File: src/rtl/ftoi_pkg.sv
package ftoi_pkg;

    typedef enum logic [1:0] {
        FC_ZERO = 2'd0,
        FC_NUM  = 2'd1,
        FC_INF  = 2'd2,
        FC_NAN  = 2'd3
    } fclass_e;

    typedef enum logic {
        ST_IDLE    = 1'b0,
        ST_PRESENT = 1'b1
    } pstate_e;

endpackage

File: src/rtl/ftoi_align.sv
// Aligns the mantissa so that its integer part sits in the low W bits,
// and gathers every discarded bit into a single lost-bits indication.
module ftoi_align #(
    parameter int W  = 32,
    parameter int MW = 40,
    parameter int EW = 10
) (
    input  logic [MW-1:0]        mant,
    input  logic signed [EW-1:0] exp_i,
    output logic [W-1:0]         mag,
    output logic                 lost,
    output logic                 too_big
);
    localparam int SW = EW + $clog2(MW) + 2;

    logic signed [SW-1:0] exp_x;
    logic signed [SW-1:0] sh;
    logic [SW-1:0]        sh_u;

    always_comb begin
        exp_x   = {{(SW-EW){exp_i[EW-1]}}, exp_i};
        sh      = SW'(MW - 1) - exp_x;
        sh_u    = unsigned'(sh);
        too_big = (exp_x >= SW'(W));

        if (sh >= SW'(MW)) begin
            // negative exponent: nothing reaches the integer part
            mag  = '0;
            lost = |mant;
        end else if (too_big) begin
            mag  = '0;
            lost = 1'b0;
        end else begin
            mag  = W'(mant >> sh_u);
            lost = |(mant & ~({MW{1'b1}} << sh_u));
        end
    end

endmodule

File: src/rtl/ftoi_range.sv
// Range check, sign application and saturation.
module ftoi_range
    import ftoi_pkg::*;
#(
    parameter int W = 32
) (
    input  logic [1:0]   cls,
    input  logic         sign,
    input  logic [W-1:0] mag,
    input  logic         lost_in,
    input  logic         too_big,
    output logic [W-1:0] value,
    output logic         lost,
    output logic         invalid
);
    logic [W:0]   limit;
    logic [W-1:0] sat;
    logic         ovf;

    always_comb begin
        limit = ((W+1)'(1) << (W-1)) + {{W{1'b0}}, sign};
        sat   = {1'b0, {(W-1){1'b1}}} + {{(W-1){1'b0}}, sign};
        ovf   = too_big | ({1'b0, mag} >= limit);

        value   = '0;
        lost    = 1'b0;
        invalid = 1'b0;

        unique case (fclass_e'(cls))
            FC_ZERO: begin
                value = '0;
            end
            FC_NUM: begin
                if (ovf) begin
                    value   = sat;
                    invalid = 1'b1;
                end else begin
                    value = sign ? (~mag + W'(1)) : mag;
                    lost  = lost_in;
                end
            end
            default: begin
                value   = sat;
                invalid = 1'b1;
            end
        endcase
    end

endmodule

File: src/rtl/ftoi_trunc.sv
module ftoi_trunc
    import ftoi_pkg::*;
#(
    parameter int W  = 32,
    parameter int MW = 40,
    parameter int EW = 10
) (
    input  logic                 clk,
    input  logic                 rst_n,
    input  logic                 in_valid,
    input  logic [1:0]           in_class,
    input  logic                 in_sign,
    input  logic signed [EW-1:0] in_exp,
    input  logic [MW-1:0]        in_mant,
    output logic                 out_valid,
    output logic [W-1:0]         result,
    output logic                 lost_bits,
    output logic                 invalid
);
    pstate_e      state_q, state_d;
    logic [W-1:0] mag;
    logic         lost_a, too_big;
    logic [W-1:0] value_c;
    logic         lost_c, inv_c;
    logic [W-1:0] result_q;
    logic         lost_q, inv_q;

    initial begin
        if (MW < W) $error("mantissa narrower than integer width");
    end

    ftoi_align #(.W(W), .MW(MW), .EW(EW)) u_align (
        .mant    (in_mant),
        .exp_i   (in_exp),
        .mag     (mag),
        .lost    (lost_a),
        .too_big (too_big)
    );

    ftoi_range #(.W(W)) u_range (
        .cls     (in_class),
        .sign    (in_sign),
        .mag     (mag),
        .lost_in (lost_a),
        .too_big (too_big),
        .value   (value_c),
        .lost    (lost_c),
        .invalid (inv_c)
    );

    always_comb begin
        state_d = state_q;
        unique case (state_q)
            ST_IDLE:    if (in_valid)  state_d = ST_PRESENT;
            ST_PRESENT: if (!in_valid) state_d = ST_IDLE;
            default:    state_d = ST_IDLE;
        endcase
    end

    always_ff @(posedge clk) begin
        if (!rst_n) state_q <= ST_IDLE;
        else        state_q <= state_d;
    end

    always_ff @(posedge clk) begin
        if (!rst_n) begin
            result_q <= '0;
            lost_q   <= 1'b0;
            inv_q    <= 1'b0;
        end else if (in_valid) begin
            result_q <= value_c;
            lost_q   <= lost_c;
            inv_q    <= inv_c;
        end
    end

    assign out_valid = (state_q == ST_PRESENT);
    assign result    = result_q;
    assign lost_bits = lost_q;
    assign invalid   = inv_q;

    // a captured operand is presented on the next cycle
    a_r9_latency: assert property (@(posedge clk) disable iff (!rst_n)
        in_valid |=> out_valid);

    // outputs hold while nothing is captured
    a_r9_hold: assert property (@(posedge clk) disable iff (!rst_n)
        !in_valid |=> $stable(result) && $stable(invalid) && $stable(lost_bits));

    // zero class is clean
    a_r1_zero_clean: assert property (@(posedge clk) disable iff (!rst_n)
        in_valid && in_class == 2'd0 |=> result == '0 && !lost_bits && !invalid);

    // negative exponent yields zero
    a_r3_neg_exp_zero: assert property (@(posedge clk) disable iff (!rst_n)
        in_valid && in_class == 2'd1 && in_exp < 0 |=> result == '0 && !invalid);

    // infinities and NaNs are invalid
    a_r7_special_invalid: assert property (@(posedge clk) disable iff (!rst_n)
        in_valid && in_class[1] |=> invalid && !lost_bits);

    // an invalid result is always one of the two saturation values
    a_r5_saturated: assert property (@(posedge clk) disable iff (!rst_n)
        out_valid && invalid |->
            (result == {1'b0, {(W-1){1'b1}}} || result == {1'b1, {(W-1){1'b0}}}));

endmodule

File: config.mk
export PLATFORM = sky130hd
export DESIGN_NAME = ftoi_trunc
export DESIGN_NICKNAME = d
export VERILOG_FILES = /design/src/rtl/ftoi_pkg.sv /design/src/rtl/ftoi_align.sv /design/src/rtl/ftoi_range.sv /design/src/rtl/ftoi_trunc.sv
export SDC_FILE = /design/constraint.sdc
export NUM_CORES = 1
export LEC_CHECK = 0
export CORE_MARGIN = 8
export CORE_UTILIZATION = 31
export DETAILED_ROUTE_END_ITERATION = 8
export GPL_ROUTABILITY_DRIVEN = 0
export GPL_TIMING_DRIVEN = 0
export MAX_ROUTING_LAYER = met4
export REMOVE_ABC_BUFFERS = 1
export SYNTH_ARGS = -nofsm -noshare
export SYNTH_HDL_FRONTEND = slang
export SYNTH_SLANG_ARGS = --single-unit
File: constraint.sdc
create_clock -name clk -period 6.3 [get_ports clk]
set_input_delay 1.575 -clock clk [delete_from_list [all_inputs] [get_ports clk]]
set_output_delay 1.575 -clock clk [all_outputs]
set_load 0.01 [all_outputs]
==> impl_metrics.yaml <==
routing:
  wl_per_cell_microns: 23.2
  drc_errors: 0
  num_vias: 7866
  dr.pass1.iters: 5
  ant_nets: 0
  initialDrtViolationCount: 957
  routed_wl_microns: 27700
  vias_per_cell: 6.58
floorplanning:
  core-area_sq_mm: 0.0216
  num_rows: 54
  dieWidth_microns: 164
  ios: 91
  initial_core_util: 0.313
  die_area_sq_mm: 0.0268
  die_y_microns: 164
place:
  dp_hpwl_microns: 19800
  io_buffers: 90
  dp_cells: 1168
  preCtsSetupSlack_ns: -1.93
clock_tree:
  clockBufferDepth: 2
  cts_max_level: 2
  clk_latency_ns: 0.28
  root_buffer: "clkbuf_16"
  cts.sinks: 35
  cts_inserted_buffers: 5
  path_clk_slew_ns: 0.06
  cts_tree: "yes"
critical_path:
  setup.worst_path.start_class: "input port"
  crit_fanout: 15
  required_ns: 6.49
  path_class: "input port to register"
  cp.arrival_ns: 6.21
  cp-end-kind: "register"
yosys:
  synth_top_cell_by_area: "mux4_2"
  synth.most_common_cell: "o21ai_0"
  synth_edf_count: 0
  synth_seq_cells: 35
  ys.flop_type: "dfxtp_1"
  synthArstFlopShare: 0
  synth_fa_ha_area_frac: 0.00739
  synthMuxAreaShare: 0.263
  netlist.area_leader.share: 0.156
  ys_seq_area_frac: 0.103
  syn_area_sq_mm: 0.00677
  syn_inst: 877
  synth.top_cells.by_count: "o21ai_0 (82), nand2_1 (70), nor2_1 (66), a21oi_1 (64)"
  synth_top_family_by_area: "compound AO/OA/AOI/OAI gates"
  synth_compound_area_frac: 0.315
  synth.avg_cell_area_sq_um: 7.72
  synth_xor_area_frac: 0.0220
  synth_area_leaders: "mux4_2 (16%), dfxtp_1 (10%), o21ai_0 (6.1%), mux2i_1 (5.5%), mux2_2 (5.0%)"
  synthSimpleGateAreaFrac: 0.222
  ys_types: 94
  ys_warn_count: 0
power:
  leakage_uw: 0.00271
  p_total_uw: 1100
  p_per_area_mw_per_mm2: 135
  vdd_drop_max_v: 0.000112
global_routing:
  met2_usage: 0.296
  grt_start_max_net_pins: 51
  grtUsageTotal: 0.201
  top_usage_layer: "met2"
  grt_pass1_vias: 7168
  grt_pass1_wl_microns: 42200
  use_met3: 0.0316
  antenna_found_initial: 0
  met1_usage: 0.272
  grt_overflow: 0
timing:
  maxSlewHeadroom: 0.136
  worst_slack_ns: 0.283
  worst_pin_slew_ns: 1.29
  slew_violations: 0
  fmax_ghz: 0.166
  finClkSkew_ns: 0
  timing.final.crit_period_ns: 6.02
  final_hold_viol_count: 0
  fin_crit_sh: 0.955
  setup_violations: 0
finish:
  fillCellCount: 2276
  final_core_util: 0.376
  syn2layout_area_growth_pct: 20.1
  fin_cells: 1196
  drive_gt1_frac: 0.167
  final_nets: 975
  antenna_cells: 0
min_path:
  hold_class: "register to register"
outcome:
  status: "finished, final reports clean"
flow_run:
  max_cap_violations: 0
through the flow:
step                setup TNS, ns  cell area (sq um)  hold slack [ns]
floorplan                   -8.77               6360            0.488
global placement          -162.26               7610            0.457
detailed placement         -60.58               7690            0.464
CTS                             0               8000            0.472
global route             -0.00219               8130            0.508
finish                          0               8130            0.470
what timing repair did:
item | 4_1_cts | 5_1_grt
pin swaps | 5 | 6
setup endpoints to repair | 34 | 34
setup buffers | 5 | 10
cloned | 3 | 2
resized for setup | 10 | 6
hold buffers | 0 | 0
worst paths after layout:
check | startpoint | endpoint | slack, ns | cells after the start
max | in_exp[4] | result[28]$_SDFFE_PN0P_ | 0.28 | 19
min | lost_bits$_SDFFE_PN0P_ | lost_bits$_SDFFE_PN0P_ | 0.47 | 2
max reg2reg | result[28]$_SDFFE_PN0P_ | result[28]$_SDFFE_PN0P_ | 5.52 | 2
min reg2reg | lost_bits$_SDFFE_PN0P_ | lost_bits$_SDFFE_PN0P_ | 0.47 | 2
where the power goes:
group	internal, uW	switching [uW]
Combinational	234	331
Clock	197	91.4
Sequential	236	7.01
Total	667	430
metal layers:
metal,up-vias,wire length [microns]
li1,3544,-
met1,3735,12200
met2,496,11900
met3,91,2510
met4,0,1090
met5,-,0
sequential cells by signal (all words and copies together) (netlist names):
| register | flops |
|---|---|
| invalid | 1 |
| lost_bits | 1 |
| out_valid | 1 |
| result | 32 |
layout by cell type, fill, tap and decap left out, types with 6 or more instances in the layout:
master,n
nor2b_1,9
mux2i_1,37
nor3_1,19
inv_1,7
o22ai_1,17
and2_1,8
nand2_1,70
or2_2,7
a211oi_1,22
o31ai_1,12
a21oi_1,63
clkdlybuf4s50_1,85
a21o_1,7
buf_4,11
mux4_2,47
nor2_1,66
o21ai_0,81
a31oi_1,14
xor2_1,8
a21boi_0,6
nand4_1,11
nand3_1,38
dfxtp_1,35
nor4_1,12
mux2_2,30
or3_1,8
o211ai_1,16
xnor2_1,9
nand2b_1,14
kinds of logic (layout without fill, tap and decap cells):
family | count (synthesis) | after routing
compound gates | 320 | 323
xor+xnor | 17 | 17
fa+ha+maj | 4 | 4
buf+inv | 94 | 129
flops | 35 | 35
mux | 115 | 115
simple gates | 292 | 293
layout make-up:
cell class	count	area [sq um]	area share
multi-input cells	752	5720	0.704
repair buffers	109	1130	0.139
flip-flops and latches	35	701	0.0862
well taps	280	350	0.0431
clock buffers	6	139	0.0171
inverters	11	47.5	0.00585
clock inverters	2	35.0	0.00431
repair inverters	1	5.00	0.000615
worst max-delay path: stages:
cell	delay [ns]
clkdlybuf4s50_1	0.62
inv_1	0.12
ha_4	0.19
nor2b_1	0.28
nor3_1	0.23
o21ai_4	0.39
buf_8	0.22
nor3_1	0.07
a31oi_1	0.32
nor2_1	0.17
inv_1	0.14
ha_1	0.17
inv_1	0.08
a211oi_2	0.39
nand4_1	0.19
or2_1	0.37
nor4_1	0.31
a21oi_1	0.08
a311oi_1	0.26
(Power assumes the default switching activity.)
